===== config.mk =====
export PLATFORM = sky130hd
export DESIGN_NAME = nextpc_unit
export DESIGN_NICKNAME = d
export VERILOG_FILES = /design/src/rtl/nextpc_pkg.sv /design/src/rtl/nextpc_cond_eval.sv /design/src/rtl/nextpc_target_gen.sv /design/src/rtl/nextpc_select.sv /design/src/rtl/nextpc_unit.sv
export SDC_FILE = /design/constraint.sdc
export NUM_CORES = 1
export LEC_CHECK = 0
export ABC_AREA = 0
export BUFFER_PORTS_ARGS = -buffer_cell sky130_fd_sc_hd__buf_2
export CAP_MARGIN = 0
export CORE_MARGIN = 4
export CORE_UTILIZATION = 40
export DETAILED_ROUTE_END_ITERATION = 16
export PLACE_DENSITY = 0.8
export SYNTH_ARGS = -nofsm -noshare
export SYNTH_HDL_FRONTEND = slang
export SYNTH_SLANG_ARGS = --single-unit
export TNS_END_PERCENT = 20

===== constraint.sdc =====
create_clock -name vclk -period 7.87
set_input_delay 1.1805 -clock vclk [all_inputs]
set_output_delay 1.1805 -clock vclk [all_outputs]
set_load 0.01 [all_outputs]

===== src/rtl/nextpc_pkg.sv =====
package nextpc_pkg;

    localparam int OPC_W = 6;

    localparam logic [OPC_W-1:0] OPC_BR_EQ  = 6'b000100;
    localparam logic [OPC_W-1:0] OPC_BR_NE  = 6'b000101;
    localparam logic [OPC_W-1:0] OPC_BR_LEZ = 6'b000110;
    localparam logic [OPC_W-1:0] OPC_BR_GTZ = 6'b000111;

    typedef enum logic [2:0] {
        CMP_NONE,
        CMP_EQ,
        CMP_NE,
        CMP_LEZ,
        CMP_GTZ
    } cmp_kind_e;

    function automatic cmp_kind_e decode_cmp(input logic [OPC_W-1:0] opc);
        cmp_kind_e k;
        case (opc)
            OPC_BR_EQ:  k = CMP_EQ;
            OPC_BR_NE:  k = CMP_NE;
            OPC_BR_LEZ: k = CMP_LEZ;
            OPC_BR_GTZ: k = CMP_GTZ;
            default:    k = CMP_NONE;
        endcase
        return k;
    endfunction

    typedef struct packed {
        logic jmp_sel;
        logic br_sel;
    } pc_sel_t;

endpackage


===== src/rtl/nextpc_cond_eval.sv =====
module nextpc_cond_eval
    import nextpc_pkg::*;
#(
    parameter int XLEN = 32
) (
    input  cmp_kind_e        kind_i,
    input  logic [XLEN-1:0]  rs_i,
    input  logic [XLEN-1:0]  rt_i,
    output logic             cond_o
);
    logic same;
    logic rs_zero;
    logic rs_neg;

    assign same    = (rs_i == rt_i);
    assign rs_zero = (rs_i == '0);
    assign rs_neg  = rs_i[XLEN-1];

    always_comb begin
        case (kind_i)
            CMP_EQ:  cond_o = same;
            CMP_NE:  cond_o = !same;
            CMP_LEZ: cond_o = rs_neg || rs_zero;
            CMP_GTZ: cond_o = !rs_neg && !rs_zero;
            default: cond_o = 1'b0;
        endcase
    end
endmodule


===== src/rtl/nextpc_target_gen.sv =====
module nextpc_target_gen #(
    parameter int XLEN    = 32,
    parameter int IMM_W   = 16,
    parameter int JIDX_W  = 26,
    parameter int ALIGN_W = 2
) (
    input  logic [XLEN-1:0]   pc_i,
    input  logic [IMM_W-1:0]  imm_i,
    input  logic [JIDX_W-1:0] jidx_i,
    output logic [XLEN-1:0]   seq_o,
    output logic [XLEN-1:0]   br_o,
    output logic [XLEN-1:0]   jmp_o
);
    localparam int EXT_W = XLEN - IMM_W - ALIGN_W;
    localparam int NIB_W = XLEN - JIDX_W - ALIGN_W;
    localparam logic [XLEN-1:0] STEP = XLEN'(1) << ALIGN_W;

    logic [XLEN-1:0] offset;

    assign offset = {{EXT_W{imm_i[IMM_W-1]}}, imm_i, {ALIGN_W{1'b0}}};
    assign seq_o  = pc_i + STEP;
    assign br_o   = seq_o + offset;
    assign jmp_o  = {pc_i[XLEN-1 -: NIB_W], jidx_i, {ALIGN_W{1'b0}}};
endmodule


===== src/rtl/nextpc_select.sv =====
module nextpc_select
    import nextpc_pkg::*;
#(
    parameter int XLEN = 32
) (
    input  pc_sel_t          sel_i,
    input  logic [XLEN-1:0]  seq_i,
    input  logic [XLEN-1:0]  br_i,
    input  logic [XLEN-1:0]  jmp_i,
    output logic [XLEN-1:0]  next_o
);
    logic [XLEN-1:0] inner;

    assign inner  = sel_i.br_sel  ? br_i  : seq_i;
    assign next_o = sel_i.jmp_sel ? jmp_i : inner;
endmodule


===== src/rtl/nextpc_unit.sv =====
module nextpc_unit
    import nextpc_pkg::*;
#(
    parameter int XLEN    = 32,
    parameter int IMM_W   = 16,
    parameter int JIDX_W  = 26,
    parameter int ALIGN_W = 2
) (
    input  logic [XLEN-1:0] pc_i,
    input  logic [XLEN-1:0] instr_i,
    input  logic [XLEN-1:0] rs_val_i,
    input  logic [XLEN-1:0] rt_val_i,
    input  logic            jump_i,
    input  logic            branch_i,
    output logic [XLEN-1:0] next_pc_o,
    output logic            bcond_o
);
    logic [OPC_W-1:0] opc;
    cmp_kind_e        kind;
    pc_sel_t          sel;
    logic [XLEN-1:0]  seq_pc;
    logic [XLEN-1:0]  br_pc;
    logic [XLEN-1:0]  jmp_pc;

    assign opc  = instr_i[XLEN-1 -: OPC_W];
    assign kind = decode_cmp(opc);

    nextpc_cond_eval #(.XLEN(XLEN)) i_cond (
        .kind_i (kind),
        .rs_i   (rs_val_i),
        .rt_i   (rt_val_i),
        .cond_o (bcond_o)
    );

    nextpc_target_gen #(
        .XLEN(XLEN), .IMM_W(IMM_W), .JIDX_W(JIDX_W), .ALIGN_W(ALIGN_W)
    ) i_tgt (
        .pc_i   (pc_i),
        .imm_i  (instr_i[IMM_W-1:0]),
        .jidx_i (instr_i[JIDX_W-1:0]),
        .seq_o  (seq_pc),
        .br_o   (br_pc),
        .jmp_o  (jmp_pc)
    );

    assign sel.jmp_sel = jump_i;
    assign sel.br_sel  = branch_i && bcond_o;

    nextpc_select #(.XLEN(XLEN)) i_sel (
        .sel_i  (sel),
        .seq_i  (seq_pc),
        .br_i   (br_pc),
        .jmp_i  (jmp_pc),
        .next_o (next_pc_o)
    );
endmodule


==> results of run 1 <==
==> synthesized netlist by cell type, drive strengths merged (6+ instances only) <==
master  instances
and2            8
and3            9
nor4           16
nor3           15
ha             37
a21oi          45
xnor2          31
nor2           44
a21o           16
nand3          22
o21a            7
nor2b           9
nand2          40
buf             7
and4            6
nand4          14
xor2           44
clkbuf         10
o21ai          28
inv            10
mux2i          12
==> power groups by stage <==
stage                     Combinational, W        Clock (W)  Sequential, W
after floorplan                   0.000171                0              0
after global placement            0.000254                0              0
after detailed placement          0.000262                0              0
after CTS                         0.000263                0              0
after global routing              0.000295                0              0
final                             0.000265  0.0000000000170              0
==> layout make-up <==
class                      count  area share (%)
inverter                      10           0.865
multi-input combinational    475            76.9
antenna                        1          0.0577
tap                          105            3.03
timing repair buffer         165            19.1
==> metrics by stage <==
| stage | setup WS (ns) | instances | utilization (%) | power (W) |
|---|---|---|---|---|
| final | 1.71 | 756 | 52.0 | 0.000265 |
| after global placement | 1.90 | 755 | 52.0 | 0.000254 |
| after detailed placement | 1.74 | 755 | 52.0 | 0.000262 |
| after global routing | 1.39 | 755 | 52.0 | 0.000295 |
| after CTS | 1.74 | 755 | 52.0 | 0.000263 |
| after floorplan | 2.41 | 502 | - | 0.000171 |
==> layer usage <==
layer / wire [microns] / track usage [%]
met1: 4640 / 25.6
met2: 5830 / 39.1
met3: 678 / 1.45
met4: 369 / 5.83
met5: 0 / 0
==> how the worst max path moves through the flow <==
stage	cells after the start	slack, ns	from	endpoint
floorplan	15	2.41	pc_i[9]	next_pc_o[31]
global placement	17	1.90	pc_i[8]	next_pc_o[31]
detailed placement	17	1.74	pc_i[8]	next_pc_o[31]
CTS	17	1.74	pc_i[8]	next_pc_o[31]
global route	17	1.39	pc_i[8]	next_pc_o[31]
finish	17	1.71	pc_i[8]	next_pc_o[31]
==> cells by family (layout without fill, tap and decap cells) <==
group | count (synthesis) | count (layout)
compound gates | 143 | 143
xor+xnor | 75 | 75
fa+ha+maj | 38 | 38
buf+inv | 27 | 175
mux | 13 | 13
other cells | 0 | 1
simple gates | 206 | 206
==> critical path: stages <==
cell and delay, ns:
buf_2 0.13, and4_1 0.27, and4_1 0.26, and2_1 0.21, nand3_1 0.19, nor2_1 0.17, xor2_1 0.25, ha_1 0.35
a21o_1 0.20, a211o_1 0.30, a2111oi_0 0.42, o22ai_1 0.17, nor2_1 0.16, a21o_1 0.13, a41oi_1 0.04, a2111o_1 0.39
buf_2 0.15
==> flow_summary.yaml, run 1 <==
status:
  status: "finished, final reports clean"
timing:
  final_max_slew_viol_count: 0
  slew_headroom_pct: 55.1
  setup_viol: 0
  rsz0062_at_grt: "no"
  finalHoldViolations: 0
  period_needed_ns: 6.16
  fin_crit_sh_pct: 78.3
  fmaxAchievable_mhz: 162
  tns_ns: 0
  hold_slack_ns: 2.65
  worst_pin_slew_ns: 0.672
setup_path:
  startpoint_type: "input pin"
  path_class: "in -> out"
  required_ns: 6.69
  critPathCaptureType: "output port"
  arrival_ns: 4.98
  worstPathMaxFanout: 7
yosys:
  syn_inst: 502
  yosysTopAreaCellShare_pct: 13.3
  synth-simple-area-share_pct: 31.5
  synth_compound_area_share_pct: 28.0
  muxShareOfSynthArea_pct: 3.79
  yosys.area_share.xor_xnor_pct: 18.9
  avgSynthCellArea_sq_um: 6.91
  synth.largest_area_cell: "ha_1"
  ys_types: 71
  synth.net_count: 670
  synth_fa_ha_area_share_pct: 13.9
  synthesis.area_sq_um: 3470
  synth_top_family_by_area: "simple AND/OR/NAND/NOR gates"
  ys_seq_area_share_pct: 0
  ys_top_cells_by_area: "ha_1 13%, xor2_1 11%, xnor2_1 7.8%"
  ys_warn_count: 0
floorplanning:
  io_pins: 163
  die_y_microns: 101
  row_count: 33
  coreArea_sq_um: 8340
  die_x_microns: 101
  die-area_sq_um: 10200
  initial_core_util_pct: 41.6
layout:
  layout.area.seq_sq_um: 0
  n_sequential_cell: 0
  final_cell_mix: "163 x buf_2, 45 x a21oi_1, 44 x nor2_1, 44 x xor2_1, 40 x nand2_1"
  final_common_cell: "buf_2"
  drive_gt1_share_pct: 27.7
  area_growth_pct: 25.1
  stdcell_area_sq_um: 4340
  nNetsFinal: 820
  fill_cells: 854
  multi_input_area_sq_um: 3340
  nClkBuffers: 0
worst_hold_path:
  min_delay_worst_endpoint: "next_pc_o[25]"
  hp-start: "instr_i[23]"
  min_path_cells: 4
  min_path_type: "in -> out"
drt:
  initialDrtViolationCount: 188
  drt_first_pass_iters: 4
  remaining_drc_errors: 0
  vias: 4387
  vias_per_cell: 5.80
  wire_per_inst_microns: 15.2
  drt_wl_total_microns: 11500
  antenna_left: 0
clock_tree:
  post_cts_resized: 0
  cts_setup_buffers: 0
  hold_buffers: 0
power_and_ir_drop:
  pwr-share-comb_pct: 100.0
  p_int_w: 0.000119
  seq_power_share_pct: 0
  clock_power_share_pct: 0
  leakage_nw: 1.96
  vdd_drop_max_v: 0.0000454
  sw_frac_of_total_pct: 55.0
  power_switching_w: 0.000146
  power_density_nw_per_um2: 61.1
global_route:
  grt_use_total_pct: 20.9
  grt_pass1_wl_microns: 18400
  grt_pass1_vias: 4251
  antenna_found_initial: 0
  grt_max_degree: 32
  overflow: 0
flow_run:
  cap_violations: 0
placement:
  numPortBuffers: 163
  dp_hpwl_microns: 9880
  gp_congestion: 0.964
  place_area_sq_um: 4340
Power figures use the tool's default switching activity.
==> inputs of run 2 (changes only) <==
PLACE_DENSITY = 0.83   (was 0.8)
clock period = 5 ns   (was 7.87 ns; I/O delays follow)
==> run 2 against run 1 <==
Against the previous run: sequential share of layout area did not move; first-iteration DRC count rose by 71%; critical path depth rose by 1; routed wire length grew 8.6%; count of clock-buffer cells in the layout did not move; hold slack got worse by 0.86 ns; worst setup slack worse by 1.7 ns; highest routed layer unchanged; die area unchanged; flip-flop and latch count is the same; total power increased by 68%; final cell count grew 2.1%; combinational power rose by 68%.
==> flow_summary.yaml, run 2 (synthesized netlist as in run 1, its figures left out) <==
status:
  status: "finished, final reports clean"
setup_path:
  required_ns: 4.25
  critPathCaptureType: "output port"
  worstPathMaxFanout: 4
  path_class: "in -> out"
  startpoint_type: "input pin"
  arrival_ns: 4.19
power_and_ir_drop:
  clock_power_share_pct: 0
  power_density_nw_per_um2: 97.5
  vdd_drop_max_v: 0.0000628
  seq_power_share_pct: 0
  sw_frac_of_total_pct: 54.8
  p_int_w: 0.000201
  p_total_w: 0.000445
  pwr-share-comb_pct: 100.0
  leakage_nw: 2.06
  power_switching_w: 0.000244
floorplanning:
  die_x_microns: 101
  die-area_sq_um: 10200
  row_count: 33
  initial_core_util_pct: 41.6
  io_pins: 163
  die_y_microns: 101
  coreArea_sq_um: 8340
layout:
  drive_gt1_share_pct: 32.5
  area_growth_pct: 31.7
  nNetsFinal: 837
  multi_input_area_sq_um: 3440
  nClkBuffers: 0
  final_common_cell: "buf_2"
  antenna_cells: 0
  final_cell_mix: "163 x buf_2, 44 x xor2_1, 43 x nor2_1"
  n_sequential_cell: 0
  fill_cells: 811
  layout.area.seq_sq_um: 0
  stdcell_area_sq_um: 4570
timing:
  tns_ns: 0
  worst_pin_slew_ns: 1.30
  finalHoldViolations: 0
  slew_headroom_pct: 13.4
  final_max_slew_viol_count: 0
  fin_crit_sh_pct: 98.8
  fmaxAchievable_mhz: 202
  rsz0062_at_grt: "yes"
  period_needed_ns: 4.94
  setup_viol: 0
drt:
  initialDrtViolationCount: 322
  vias_per_cell: 5.82
  antenna_left: 0
  wire_per_inst_microns: 16.2
  drt_first_pass_iters: 5
  vias: 4494
  drt_wl_total_microns: 12500
  remaining_drc_errors: 0
global_route:
  grt_use_total_pct: 22.3
  grt_pass1_wl_microns: 19400
  overflow: 0
  grt_max_degree: 41
  grt_pass1_vias: 4284
  antenna_found_initial: 0
flow_run:
  cap_violations: 0
worst_hold_path:
  min_delay_worst_endpoint: "next_pc_o[19]"
  min_path_type: "in -> out"
  min_path_cells: 3
  hp-start: "instr_i[17]"
placement:
  gp_congestion: 0.991
  dp_hpwl_microns: 10300
  place_area_sq_um: 4410
  numPortBuffers: 163
run 2: cell types whose count changed in the layout (fill, tap and decap cells not counted), sizes merged:
cell   delta
buf      +17
diode     -1
run 2: per-stage QoR:
step	hold WS [ns]	util (%)	std cells	setup WS (ns)
5_1_grt	1.82	54.8	772	-0.0503
3_5_place_dp	1.79	52.9	765	-0.0598
4_1_cts	1.79	53.0	766	-0.0298
3_3_place_gp	1.79	52.9	765	0.0537
2_1_floorplan	1.62	-	502	0.404
6_report	1.79	54.8	772	0.0593
run 2: metal layers:
metal  GRT usage (%)  vias up  wire [microns]
li1                -     2214               -
met1            26.8     2054            4920
met2            42.8      198            6480
met3            2.07       28             833
met4            4.19        0             263
met5               0        -               0
run 2: layout make-up:
cell class	count	share of cell area [%]
Multi-Input combinational cell	475	75.3
Timing Repair Buffer	182	21.0
Tap cell	105	2.88
Inverter	10	0.821
run 2: critical path, stage by stage:
cell      delay, ns
buf_2          0.14
and4_4         0.24
and4_4         0.24
nand4_1        0.21
buf_4          0.21
nor2_1         0.10
xor2_1         0.26
buf_4          0.17
ha_1           0.23
a21o_1         0.17
o21bai_1       0.18
a21o_1         0.19
a21o_1         0.17
a21o_1         0.19
a221oi_2       0.30
mux2i_1        0.23
nor2_1         0.06
buf_2          0.14
run 2: power groups by stage:
| stage | combinational, W | clock, W | sequential [W] |
|---|---|---|---|
| finish | 0.000445 | 0 | 0 |
| detailed placement | 0.000421 | 0 | 0 |
| CTS | 0.000424 | 0 | 0 |
| floorplan | 0.000269 | 0 | 0 |
| global route | 0.000488 | 0 | 0 |
| global placement | 0.000409 | 0 | 0 |
run 2: repair_timing:
item                       in CTS  in global routing
pin swaps                       4                 13
setup endpoints to repair       4                 11
cloned                          0                  0
setup buffers                   1                  6
hold buffers                    0                  0
gates resized for setup         1                 23
run 2: worst max path at each step:
| stage | from | to | slack, ns | cells after the start |
|---|---|---|---|---|
| final | pc_i[9] | next_pc_o[28] | 0.06 | 18 |
| after global routing | pc_i[4] | next_pc_o[28] | -0.05 | 18 |
| after CTS | pc_i[9] | next_pc_o[27] | -0.03 | 17 |
| after detailed placement | pc_i[9] | next_pc_o[31] | -0.06 | 17 |
| after global placement | pc_i[9] | next_pc_o[27] | 0.05 | 17 |
| after floorplan | pc_i[9] | next_pc_o[31] | 0.40 | 15 |
==> inputs of run 3 (changes only) <==
PLACE_DENSITY = 0.81   (was 0.83)
SYNTH_HIERARCHICAL = 1   (was default)
==> run 3 against run 2 <==
Against the previous run: count of clock-buffer cells in the layout unchanged; global-route usage fell by 2.3 points; hold slack gained 0.0070 ns; non-clock buffer count decreased by 3; die area increased by 10%; critical path type unchanged.
==> flow_summary.yaml, run 3 <==
layout:
  final_common_cell: "buf_2"
  n_sequential_cell: 0
  final_cell_mix: "163 x buf_2, 70 x nand2_1, 67 x xnor2_1"
  area_growth_pct: 19.2
  nClkBuffers: 0
  drive_gt1_share_pct: 31.1
  fill_cells: 946
  layout.area.seq_sq_um: 0
  final_cells: 803
  nNetsFinal: 839
drt:
  initialDrtViolationCount: 216
  drt_first_pass_iters: 5
  vias_per_cell: 5.39
  drt_wl_total_microns: 12100
  antenna_left: 0
  wire_per_inst_microns: 15.0
  remaining_drc_errors: 0
  vias: 4330
clock_tree:
  cts_setup_buffers: 0
timing:
  setup_viol: 0
  final_max_slew_viol_count: 0
  worst_pin_slew_ns: 1.05
  fmaxAchievable_mhz: 206
  fin_crit_sh_pct: 97.1
  tns_ns: 0
  slew_headroom_pct: 29.7
  finalHoldViolations: 0
  rsz0062_at_grt: "yes"
  period_needed_ns: 4.86
global_route:
  grt_pass1_wl_microns: 18800
  grt_pass1_vias: 4144
  grt_use_total_pct: 20.0
  overflow: 0
  antenna_found_initial: 0
  grt_max_degree: 65
placement:
  gp_congestion: 0.953
  placedCellCount: 802
  dp_hpwl_microns: 10600
  numPortBuffers: 163
floorplanning:
  die_x_microns: 106
  die-area_sq_um: 11300
  initial_core_util_pct: 41.3
  row_count: 35
  io_pins: 163
  die_y_microns: 106
  coreArea_sq_um: 9330
power_and_ir_drop:
  leakage_nw: 2.00
  power_density_nw_per_um2: 104
  pwr-share-comb_pct: 100.0
  power_switching_w: 0.000261
  clock_power_share_pct: 0
  sw_frac_of_total_pct: 54.7
  vdd_drop_max_v: 0.0000550
  p_int_w: 0.000216
  seq_power_share_pct: 0
worst_hold_path:
  min_path_type: "in -> out"
  hp-start: "instr_i[23]"
setup_path:
  required_ns: 4.25
  worstPathMaxFanout: 4
  startpoint_type: "input pin"
  cp-startpoint: "pc_i[12]"
  arrival_ns: 4.11
  crit_path_end: "next_pc_o[31]"
  path_class: "in -> out"
  critPathCaptureType: "output port"
yosys:
  avgSynthCellArea_sq_um: 7.03
  synth_commonest_cells: "70 x nand2_1, 69 x xnor2_1, 39 x buf_4"
  ys_warn_count: 6
  ys_seq_area_share_pct: 0
  ys_top_cells_by_area: "xnor2_1 16%, ha_1 11%, mux2i_1 9.1%"
  syn_inst: 548
  synthesis.area_sq_um: 3850
  synth.largest_area_cell: "xnor2_1"
  yosysMostFrequentCell: "nand2_1"
  yosysTopAreaCellShare_pct: 15.7
  ys_types: 61
status:
  status: "finished, final reports clean"
flow_run:
  cap_violations: 0
## run 3: cell types whose count changed after synthesis, sizes merged, moves of 8 or more
cell	previous run	this run
mux2i	12	35
nor3	15	7
xnor2	31	69
xor2	44	15
nand2	40	70
nand4	14	24
a21oi	45	32
buf	7	52
o21ai	28	50
## run 3: final cells by class
cell class / count / area (sq um) / share of cell area [%]
multi-input cells: 485 / 3450 / 75.0
inverters: 9 / 33.8 / 0.736
diodes: 1 / 2.50 / 0.0545
well taps: 129 / 161 / 3.51
repair buffers: 179 / 948 / 20.7
## run 3: cell families after synthesis
kind of cell               after synthesis  synth area share (%)
adders and majority gates               34                  11.2
other                                    1                0.0973
and+or+nand+nor                        204                  26.8
buffers and inverters                   64                  12.1
muxes                                   35                  9.09
xor gates and xnor gates                85                  19.7
AOI/OAI and AO/OA                      125                  20.9
## run 3: worst min path at each step
stage / to / cells past startpoint
final: next_pc_o[25] / 4
after global placement: next_pc_o[18] / 4
after CTS: next_pc_o[22] / 4
after detailed placement: next_pc_o[22] / 4
after global routing: next_pc_o[25] / 4
after floorplan: next_pc_o[12] / 3
## run 3: what timing repair did
item	CTS	global route
setup endpoints to repair	0	5
hold buffers	0	0
resized for setup	0	11
## run 3: routing by layer
metal	track usage, %	vias to the layer above	wire length (microns)
met5	0	-	0
met4	4.07	0	226
met3	2.31	16	789
met2	39.8	166	6380
met1	22.4	1942	4670
li1	-	2206	-
## run 3: power groups by stage
| stage | clock, W | combinational (W) | sequential (W) |
|---|---|---|---|
| detailed placement | 0 | 0.000469 | 0 |
| global placement | 0 | 0.000464 | 0 |
| global route | 0 | 0.000527 | 0 |
| CTS | 0 | 0.000471 | 0 |
| finish | 0.0000000000268 | 0.000477 | 0 |
| floorplan | 0 | 0.000332 | 0 |
## run 3: stage by stage
stage / util, % / instance area [sq um] / setup slack (ns) / hold WS [ns] / power (W)
5_1_grt: 49.2 / 4590 / -0.0868 / 1.84 / 0.000527
3_3_place_gp: 48.6 / 4530 / 0.177 / 1.79 / 0.000464
3_5_place_dp: 48.6 / 4530 / 0.0909 / 1.80 / 0.000469
6_report: 49.2 / 4590 / 0.144 / 1.79 / 0.000477
2_1_floorplan: - / 3860 / 0.436 / 1.70 / 0.000332
4_1_cts: 48.6 / 4530 / 0.0710 / 1.80 / 0.000471
## run 3: worst max-delay path, stage by stage
cell,delay (ns)
buf_2,0.12
nand3_1,0.14
or3_4,0.43
nor3_1,0.18
buf_4,0.15
nand3_1,0.14
xnor2_2,0.24
ha_4,0.25
and4_4,0.17
nor2b_4,0.12
a221o_1,0.34
a221o_1,0.31
a211oi_2,0.21
xor2_1,0.16
mux2i_1,0.08
o21ai_0,0.14
buf_2,0.17
